==> src/rtl/quad_pwm_timer.sv <==
module quad_pwm_timer #(
  parameter int CW = 16,
  parameter int PW = 8,
  parameter int AW = 8
) (
  input  logic          clk,
  input  logic          rst_n,
  input  logic [AW-1:0] addr,
  input  logic [31:0]   wdata,
  input  logic          wr_en,
  input  logic          rd_en,
  output logic [31:0]   rdata,
  output logic [3:0]    pwm
);
  localparam int NCH = 4;
  localparam logic [AW-1:0] A_PSC  = AW'(0);
  localparam logic [AW-1:0] A_DIV  = AW'(4);
  localparam logic [AW-1:0] A_CTRL = AW'(8);

  function automatic int en_bit(int c);
    return (c == 0) ? 0 : 4 + 4 * c;
  endfunction
  function automatic logic [AW-1:0] per_addr(int c);
    return AW'(12 + 12 * c);
  endfunction
  function automatic logic [AW-1:0] cmp_addr(int c);
    return AW'(16 + 12 * c);
  endfunction

  logic [2*PW-1:0]       psc_q;
  logic [NCH-1:0][2:0]   dsel_q;
  logic [NCH-1:0]        en_q, ar_q, run_q;
  logic [NCH-1:0][CW-1:0] per_q, cmp_q, cnt_q, per_sh_q, cmp_sh_q;
  logic [NCH-1:0][PW-1:0] pc_q, psel;
  logic [NCH-1:0][3:0]   dc_q, dmask;
  logic [NCH-1:0]        ptick, tick, start, stop;
  logic [31:0]           rd_mux;
  logic                  ctrl_wr;

  assign ctrl_wr = wr_en && (addr == A_CTRL);

  always_comb begin
    for (int c = 0; c < NCH; c++) begin
      psel[c] = psc_q[(c/2)*PW +: PW];
      case (dsel_q[c])
        3'd0:    dmask[c] = 4'h1;
        3'd1:    dmask[c] = 4'h3;
        3'd2:    dmask[c] = 4'h7;
        3'd3:    dmask[c] = 4'hF;
        default: dmask[c] = 4'h0;
      endcase
      ptick[c] = (psel[c] != '0) && (pc_q[c] == psel[c]);
      tick[c]  = ptick[c] && ((dc_q[c] & dmask[c]) == dmask[c]);
      start[c] = ctrl_wr && wdata[en_bit(c)] && !en_q[c];
      stop[c]  = ctrl_wr && !wdata[en_bit(c)];
      pwm[c]   = run_q[c] && (cnt_q[c] <= cmp_sh_q[c]);
    end
  end

  always_ff @(posedge clk) begin
    if (!rst_n) begin
      psc_q <= '0; dsel_q <= '0; en_q <= '0; ar_q <= '0;
      per_q <= '0; cmp_q <= '0;
    end else if (wr_en) begin
      if (addr == A_PSC) psc_q <= wdata[2*PW-1:0];
      for (int c = 0; c < NCH; c++) begin
        if (addr == A_DIV)  dsel_q[c] <= wdata[4*c +: 3];
        if (addr == A_CTRL) begin
          en_q[c] <= wdata[en_bit(c)];
          ar_q[c] <= wdata[en_bit(c) + 3];
        end
        if (addr == per_addr(c)) per_q[c] <= wdata[CW-1:0];
        if (addr == cmp_addr(c)) cmp_q[c] <= wdata[CW-1:0];
      end
    end
  end

  always_ff @(posedge clk) begin
    if (!rst_n) begin
      run_q <= '0; cnt_q <= '0; per_sh_q <= '0; cmp_sh_q <= '0;
      pc_q <= '0; dc_q <= '0;
    end else begin
      for (int c = 0; c < NCH; c++) begin
        if (start[c]) begin
          run_q[c]    <= 1'b1;
          cnt_q[c]    <= per_q[c];
          per_sh_q[c] <= per_q[c];
          cmp_sh_q[c] <= cmp_q[c];
          pc_q[c]     <= '0;
          dc_q[c]     <= '0;
        end else if (stop[c]) begin
          run_q[c] <= 1'b0;
        end else if (run_q[c] && psel[c] != '0) begin
          pc_q[c] <= ptick[c] ? '0 : pc_q[c] + 1'b1;
          if (ptick[c]) dc_q[c] <= dc_q[c] + 1'b1;
          if (tick[c]) begin
            if (cnt_q[c] != '0) begin
              cnt_q[c] <= cnt_q[c] - 1'b1;
            end else if (ar_q[c]) begin
              cnt_q[c]    <= per_q[c];
              per_sh_q[c] <= per_q[c];
              cmp_sh_q[c] <= cmp_q[c];
            end else begin
              run_q[c] <= 1'b0;
            end
          end
        end
      end
    end
  end

  always_comb begin
    rd_mux = '0;
    case (addr)
      A_PSC:  rd_mux[2*PW-1:0] = psc_q;
      A_DIV:  for (int c = 0; c < NCH; c++) rd_mux[4*c +: 3] = dsel_q[c];
      A_CTRL: for (int c = 0; c < NCH; c++) begin
                rd_mux[en_bit(c)]     = en_q[c];
                rd_mux[en_bit(c) + 3] = ar_q[c];
              end
      default: for (int c = 0; c < NCH; c++) begin
                 if (addr == per_addr(c)) rd_mux[CW-1:0] = per_q[c];
                 if (addr == cmp_addr(c)) rd_mux[CW-1:0] = cmp_q[c];
               end
    endcase
  end

  always_ff @(posedge clk) begin
    if (!rst_n)     rdata <= '0;
    else if (rd_en) rdata <= rd_mux;
  end
endmodule

==> config.mk <==
export PLATFORM = sky130hd
export DESIGN_NAME = quad_pwm_timer
export DESIGN_NICKNAME = d
export VERILOG_FILES = /design/src/rtl/quad_pwm_timer.sv
export SDC_FILE = /design/constraint.sdc
export NUM_CORES = 1
export LEC_CHECK = 0
export BUFFER_PORTS_ARGS = -buffer_cell sky130_fd_sc_hd__buf_2
export CAP_MARGIN = 20
export CORE_MARGIN = 2
export CORE_UTILIZATION = 39
export CTS_BUF_LIST = sky130_fd_sc_hd__clkbuf_4
export DETAILED_ROUTE_END_ITERATION = 16
export PLACE_DENSITY_LB_ADDON = 0.3
export SLEW_MARGIN = 20
export SYNTH_ARGS = -nofsm -noshare
export SYNTH_HDL_FRONTEND = slang
export SYNTH_SLANG_ARGS = --single-unit
==> constraint.sdc <==
create_clock -name clk -period 2.2 [get_ports clk]
set_input_delay 0 -clock clk [delete_from_list [all_inputs] [get_ports clk]]
set_output_delay 0 -clock clk [all_outputs]
set_load 0.05 [all_outputs]
== Yosys cells after proc, flatten, opt, wreduce, memory -nomap -nowiden ==
Cells that the tools add are included.

* Register bits: 362
* Input port bits: 44
* Output and inout bits: 36
* Logic and storage cells: 316

* Add/sub/neg operators: 12
* Magnitude comparators: 4
* Eq/ne operators: 46
* Multiplexer cells: 101
* Bitwise logic cells: 9
* Reductions and logical operators: 108

{| class="wikitable"
|+ Operator list
! cell !! count
|-
| $mux W16 || 56
|-
| $le A16 B16 Y1 || 4
|-
| $pmux W4 S4 || 4
|-
| $reduce_bool A16 Y1 || 4
|-
| $sub A16 B1 Y16 const B || 4
|-
| $reduce_bool A3 Y1 || 12
|-
| $add A8 B1 Y8 const B || 4
|-
| $eq A8 B6 Y1 const B || 4
|-
| $eq A8 B8 Y1 || 4
|-
| $mux W8 || 4
|-
| $reduce_and A4 Y1 || 8
|-
| $reduce_and A2 Y1 || 15
|-
| $logic_and A1 B1 Y1 || 29
|-
| $mux W1 || 26
|-
| $eq A3 B2 Y1 const B || 8
|-
| $eq A8 B5 Y1 const B || 3
|-
| $reduce_bool A2 Y1 || 12
|-
| $reduce_and A5 Y1 || 4
|-
| $pmux W1 S3 || 6
|-
| $pmux W2 S3 || 3
|-
| $add A4 B1 Y4 const B || 4
|-
| $and A4 B4 Y4 || 4
|-
| $eq A4 B4 Y1 || 4
|-
| $eq A8 B4 Y1 const B || 2
|-
| 14 further kinds || 52
|}

== Longest topological paths before layout ==
Gate-level depths: netlist (run 1).

* Depth after elaboration: 10
* Depth in mapped cells: 10

== Worst setup path before layout (run 1) ==
Ideal clock, no wire load.

* Kind: register to output
* Start point: register cnt_q[31] (netlist bit)
* End point: output port pwm[1]
* Arrival: 2.760 ns
* Required time: 2.200 ns
* Path slack: -0.560 ns
* Cell stages (with the launch flop): 7
* Buffers on the path: 0
* Cells stage by stage: dfxtp_1 -> ha_1 -> nand4_1 -> or2_2 -> or3_1 -> nor2b_1 -> a221oi_1

* Cells in the longest elaborated chain, start to end: 2

{| class="wikitable"
|+ Ends and longest elaborated chain
! element !! line !! RTL
|-
| start, declared || 33 || <nowiki>logic [NCH-1:0][CW-1:0] per_q, cmp_q, cnt_q, per_sh_q, cmp_sh_q;</nowiki>
|-
| start signal, assigned by index || 86 || <nowiki>cnt_q[c] <= per_q[c];</nowiki>
|-
| start signal, assigned by index || 98 || <nowiki>cnt_q[c] <= cnt_q[c] - 1'b1;</nowiki>
|-
| start signal, assigned by index || 100 || <nowiki>cnt_q[c] <= per_q[c];</nowiki>
|-
| $le A16 B16 Y1 || 56 || <nowiki>pwm[c] = run_q[c] && (cnt_q[c] <= cmp_sh_q[c]);</nowiki>
|-
| $logic_and A1 B1 Y1 || 56 ||
|-
| end, declared || 13 || <nowiki>output logic [3:0] pwm</nowiki>
|}

No other way between the ends.

== Final worst setup path (run 1) ==
* Start point: register cnt_q[21] (netlist bit)
* End point: output port pwm[1]

Same word-level chain as after synthesis.

==> results of run 1 <==
==> cell type report <==
class,count,area share
timing repair buffer,422,0.137
tap,672,0.0327
clock buffer,141,0.0412
multi-input combinational,1916,0.485
inverter,76,0.0114
sequential,362,0.284
antenna,2,0.000195
clock inverter,37,0.00793
==> report_power, final <==
part | internal (mW) | leakage [nW] | switching, mW
logic | 0.211 | 6.85 | 0.590
registers | 6.56 | 2.94 | 0.0159
clock network | 3.19 | 0.766 | 3.06
total | 9.97 | 10.6 | 3.66
==> metrics by stage <==
| stage | setup TNS (ns) | worst slack [ns] | hold WS (ns) |
|---|---|---|---|
| 3_5_place_dp | -2.82 | -0.136 | 0.345 |
| 2_1_floorplan | -0.177 | -0.0999 | 0.136 |
| 6_report | -39.29 | -0.663 | -0.0889 |
| 3_3_place_gp | -2.67 | -0.142 | 0.344 |
| 5_1_grt | -41.32 | -0.740 | -0.101 |
| 4_1_cts | -26.29 | -0.673 | 0.0268 |
==> logic make-up (layout without fill, tap and decap cells) <==
family,count (synthesis),count (layout)
DFF,362,362
buffers and inverters,253,676
and+or+nand+nor,1001,1002
other,1,16
AOI/OAI and AO/OA,647,647
adders and majority gates,80,80
xor gates and xnor gates,70,70
muxes,103,103
==> critical path: cells and delay by family (launching register included) <==
family                     cells  cell delay [ns]
AOI/OAI and AO/OA              1             0.27
adders and majority gates      1             0.30
buffers and inverters          2             0.37
DFF                            1             0.34
and+or+nand+nor                3             0.71
==> per-layer routing <==
| layer | wire length (µm) | up-vias | track usage |
|---|---|---|---|
| met1 | 32300 | 9926 | 0.366 |
| met4 | 2760 | 2 | 0.113 |
| met3 | 6500 | 190 | 0.0554 |
| met5 | 16 | - | 0 |
| met2 | 33500 | 989 | 0.423 |
| li1 | - | 9710 | - |
==> repair_timing <==
item | CTS | global route
hold buffers | 43 | 5
cloned | 1 | 7
buffers inserted | 14 | 25
pin swaps | 34 | 96
hold endpoints to repair | 345 | 16
endpoints found under the setup margin | 50 | 181
gates resized for setup | 84 | 183
==> placed cells by master, fill, tap and decap left out, types with 61 or more instances in the layout <==
cell      netlist  final
a21oi_1       262    243
o21ai_0       102     70
mux2i_1       102    102
nand3_1        79     63
ha_1           80     61
inv_1          76     63
nor2_1        202    202
clkbuf_4        0    141
buf_4          20    289
nand2_1       442    438
dfxtp_1       362    319
==> registers in the layout, summed over array words and instances, names as in the netlist <==
signal    count
cmp_q        64
cmp_sh_q     64
cnt_q        64
per_q        64
pc_q         32
rdata        18
dc_q         16
psc_q        16
dsel_q       12
ar_q          4
en_q          4
run_q         4
==> worst paths after layout <==
path           startpoint      endpoint  slack, ns  depth (start not counted)
max             cnt_q[21]        pwm[1]      -0.66                          7
min               addr[2]       ar_q[2]      -0.09                          6
min reg2reg  cmp_sh_q[12]  cmp_sh_q[12]       0.46                          2
max reg2reg     cnt_q[49]     cnt_q[62]      -0.18                          9
==> flow_summary.json, run 1 <==
{
  "outcome": "complete, but fails checks",
  "violations": "negative hold slack, negative setup slack",
  "start_util": 0.395,
  "antenna_found_initial": 2,
  "io-pin-count": 80,
  "cap_violations": 0,
  "yosys_warnings": 0,
  "muxShareOfSynthArea": 0.0519,
  "fin_crit_ns": 2.86,
  "clockRootBuffer": "clkbuf_4",
  "vias": 20800,
  "regArea_mm2": 0.00731,
  "synthTopCellsByArea": "dfxtp_1 (36%), nand2_1 (8.3%), a21oi_1 (6.6%), mux2i_1 (5.1%), ha_1 (5.0%)",
  "worstPathRequired_ns": 2.20,
  "cp_slowest_cell": "or3_4",
  "grt_pass1_wl_um": 113000,
  "synth-seq-cells": 362,
  "setup_viol_count_final": 109,
  "drtPass1Iterations": 12,
  "fill_cells": 4770,
  "yosys.area.top_type": "dfxtp_1",
  "synth_top_cell_area_share": 0.364,
  "numCtsBuffers": 100,
  "ys_seq_area_frac": 0.364,
  "fin_area_mm2": 0.0257,
  "synth_cell_types": 92,
  "hold_viol": 1,
  "yosys.area_share.simple": 0.238,
  "ys_top_cells_by_count": "nand2_1 (442), dfxtp_1 (362), a21oi_1 (262)",
  "post-route-period-util": 1.30,
  "die_w_um": 230,
  "hold_class": "primary input to register",
  "grt_pass1_vias": 19500,
  "synth_top_family_by_area": "simple AND/OR/NAND/NOR gates",
  "dpl_cell_area_mm2": 0.0225,
  "utilization": 0.511,
  "drive_above_1_share": 0.260,
  "fmax_mhz": 349,
  "row_count": 82,
  "viasPerCell": 5.74,
  "dp_cells": 3359,
  "maxSlewViolCount": 0,
  "wl_per_cell_um": 20.7,
  "pwr_density_cell_mw_per_mm2": 530,
  "track_usage": 0.272,
  "worst-slew-pin-transition_ns": 0.701,
  "area_growth_pct": 29.3,
  "multi_input_area_mm2": 0.0125,
  "drt-total-wl_um": 75000,
  "synth_compound_area_frac": 0.208,
  "crit_chain": "buf_4 -> ha_1 -> nand4_1 -> or3_4 -> nor2b_4 -> a221oi_4 -> buf_6",
  "critPathMaxFanout": 6,
  "power_mw": 13.6,
  "core_mm2": 0.0503,
  "slew_headroom": 0.531,
  "numClockSinks": 362,
  "layout.nets": 3002,
  "synthXorXnorAreaFrac": 0.0308,
  "rsz0062_at_grt": "true",
  "grt_max_degree": 91,
  "die-area_mm2": 0.0528,
  "cp_slowest_stage_delay_ns": 0.42,
  "drt_iter0_drc": 2196,
  "synth-adder-area-share": 0.0503,
  "start_kind": "register",
  "dieHeight_um": 230,
  "hpwl_um": 52800,
  "synthCells": 2517,
  "clk_path_buf_depth": 3,
  "worstPathArrival_ns": 2.86,
  "async_flop_share": 0,
  "p_leak_nw": 10.6,
  "port_buffers": 51,
  "avgSynthCellArea_um2": 7.90,
  "drcViolationCount": 0,
  "cp-end-kind": "output port",
  "cts_max_level": 3,
  "final_cell_count_no_fill": 3628,
  "whs_ns": -0.0889,
  "ir_drop_mv": 0.307,
  "clk_latency_ns": 0.86,
  "drt.antenna.violating_nets": 0,
  "netlist_area_mm2": 0.0199,
  "fin_skew_ns": 0.0581,
  "cts_tree": "built",
  "gp_congestion": 0.999,
  "critPathKind": "register to output port",
  "path_clk_slew_ns": 0.07,
  "synth_most_common_cell": "nand2_1",
  "synth-edff-count": 0,
  "grt-ovfl-total": 0,
  "synthFlopType": "dfxtp_1",
  "fin_ws_ns": -0.663
}
(Power assumes the default switching activity.)
==> run 2: changes to the inputs <==
--- a/config.mk
+++ b/config.mk
@@ -8,7 +8,7 @@
 export BUFFER_PORTS_ARGS = -buffer_cell sky130_fd_sc_hd__buf_2
 export CAP_MARGIN = 20
 export CORE_MARGIN = 2
-export CORE_UTILIZATION = 39
+export CORE_UTILIZATION = 35
 export CTS_BUF_LIST = sky130_fd_sc_hd__clkbuf_4
 export DETAILED_ROUTE_END_ITERATION = 16
 export PLACE_DENSITY_LB_ADDON = 0.3
==> flow_summary.json, run 2 (synthesis gave the netlist of run 1 again) <==
{
  "fin_crit_ns": 2.90,
  "drt-total-wl_um": 75900,
  "row_count": 87,
  "drcViolationCount": 0,
  "path_depth": 8,
  "layout.nets": 3015,
  "viasPerCell": 5.62,
  "startpoint": "cmp_sh_q[30]",
  "io-pin-count": 80,
  "r2r_slack_ns": -0.14,
  "drtPass1Iterations": 6,
  "track_usage": 0.248,
  "p_leak_nw": 10.6,
  "clk_latency_ns": 0.87,
  "dieHeight_um": 242,
  "outcome": "complete, but fails checks",
  "rsz0062_at_grt": "true",
  "dpl_cell_area_mm2": 0.0227,
  "cp_slowest_stage_delay_ns": 0.35,
  "final_common_cell": "nand2_1",
  "path_clk_slew_ns": 0.06,
  "critPathMaxFanout": 2,
  "cts_tree": "built",
  "grt_max_degree": 78,
  "dp_cells": 3454,
  "slew_headroom": 0.446,
  "die_w_um": 242,
  "cts_max_level": 3,
  "core_mm2": 0.0563,
  "antenna_found_initial": 4,
  "fin_skew_ns": 0.0343,
  "r2r_cells": 13,
  "setup_viol_count_final": 48,
  "maxSlewViolCount": 0,
  "drive_above_1_share": 0.271,
  "gp_congestion": 0.980,
  "die-area_mm2": 0.0587,
  "critPathBufInv": 2,
  "drt_iter0_drc": 2080,
  "start_util": 0.353,
  "cap_violations": 0,
  "wl_per_cell_um": 20.4,
  "final_cell_count_no_fill": 3723,
  "crit_chain": "inv_2 -> ha_4 -> nand4_1 -> or2_4 -> or3_4 -> nor2b_4 -> a221oi_4 -> buf_6",
  "worstPathArrival_ns": 2.90,
  "final_cell_mix": "nand2_1 (439), dfxtp_1 (325), buf_4 (299)",
  "worstPathRequired_ns": 2.20,
  "critPathKind": "register to output port",
  "port_buffers": 51,
  "hold_viol": 0,
  "worst-slew-pin-transition_ns": 0.831,
  "fill_cells": 5529,
  "violations": "negative setup slack",
  "grt-ovfl-total": 0,
  "crit_end": "pwm[1]",
  "regToRegEndpoint": "cmp_sh_q[24]",
  "r2r_start": "cnt_q[17]",
  "fin_area_mm2": 0.0261,
  "hold_class": "primary input to register",
  "start_kind": "register",
  "post-route-period-util": 1.32,
  "clk_path_buf_depth": 3,
  "ir_drop_mv": 0.318,
  "whs_ns": 0.0341,
  "numClockSinks": 362,
  "drt.antenna.violating_nets": 0,
  "cp_top_family": "simple AND/OR/NAND/NOR gates",
  "vias": 20900,
  "cp_slowest_cell": "or3_4",
  "fmax_mhz": 345,
  "clockRootBuffer": "clkbuf_4",
  "hpwl_um": 54200,
  "area_growth_pct": 31.1,
  "numCtsBuffers": 99,
  "fin_ws_ns": -0.695,
  "grt_pass1_wl_um": 115000,
  "cp-end-kind": "output port",
  "pwr_density_cell_mw_per_mm2": 533,
  "grt_pass1_vias": 20000
}
run 2: changes by cell type in the layout (fill, tap and decap cells not counted), moves of 10 or more:
| cell | delta |
|---|---|
| buf_4 | +10 |
| clkinv_2 | -10 |
| clkbuf_4 | +10 |
| o21ai_0 | -15 |
| o21ai_2 | +11 |
run 2: power breakdown:
group,switching (mW),internal [mW]
logic,0.594,0.221
clock network,3.03,3.46
registers,0.0166,6.57
run 2: worst min-delay path: stages:
cell and delay (ns):
buf_2 0.13, buf_4 0.20, nor4b_4 0.15, buf_6 0.15, nand4_1 0.11, a21oi_1 0.08
run 2: repair_timing:
item	4_1_cts	5_1_grt
hold endpoints to repair	299	7
hold buffers	43	3
resized for setup	122	188
buffers inserted	24	21
cloned	4	4
pin swaps	69	91
setup endpoints to repair	66	142
run 2: area by class of cell:
cell class,instances,area (µm²),area share
tap,756,946,0.0363
sequential,362,7300,0.280
clock inverter,25,181,0.00696
inverter,76,295,0.0113
timing repair buffer,436,3620,0.139
antenna,1,2.50,0.0000960
multi-input combinational,1916,12600,0.483
clock buffer,151,1130,0.0435
run 2: per-stage QoR:
step	util	TNS [ns]	power (mW)	setup WS, ns
floorplan	-	-0.177	7.17	-0.0999
global route	0.463	-9.00	14.4	-0.775
CTS	0.446	-4.97	14.0	-0.722
global placement	0.403	-1.85	7.46	-0.108
finish	0.463	-4.81	13.9	-0.695
detailed placement	0.403	-2.82	7.46	-0.126
run 2: how the worst min path moves through the flow:
stage                         start   endpoint  slack (ns)  depth (start not counted)
final                       addr[3]  rdata[16]        0.03                          6
after global routing        addr[3]  rdata[16]        0.02                          6
after CTS                   addr[2]   rdata[7]        0.01                          6
after detailed placement  wdata[19]    ar_q[3]        0.34                          3
after global placement    wdata[19]    ar_q[3]        0.34                          3
after floorplan           wdata[16]    en_q[3]        0.14                          2
run 2: layer usage:
metal / GRT usage / part of all wire / routed length, µm / up-vias
met2: 0.390 / 0.45 / 34000 / 903
met3: 0.0487 / 0.079 / 6030 / 177
met1: 0.331 / 0.43 / 32900 / 10100
met5: 0 / 0.00033 / 25 / -
li1: - / - / - / 9721
met4: 0.108 / 0.039 / 2970 / 4
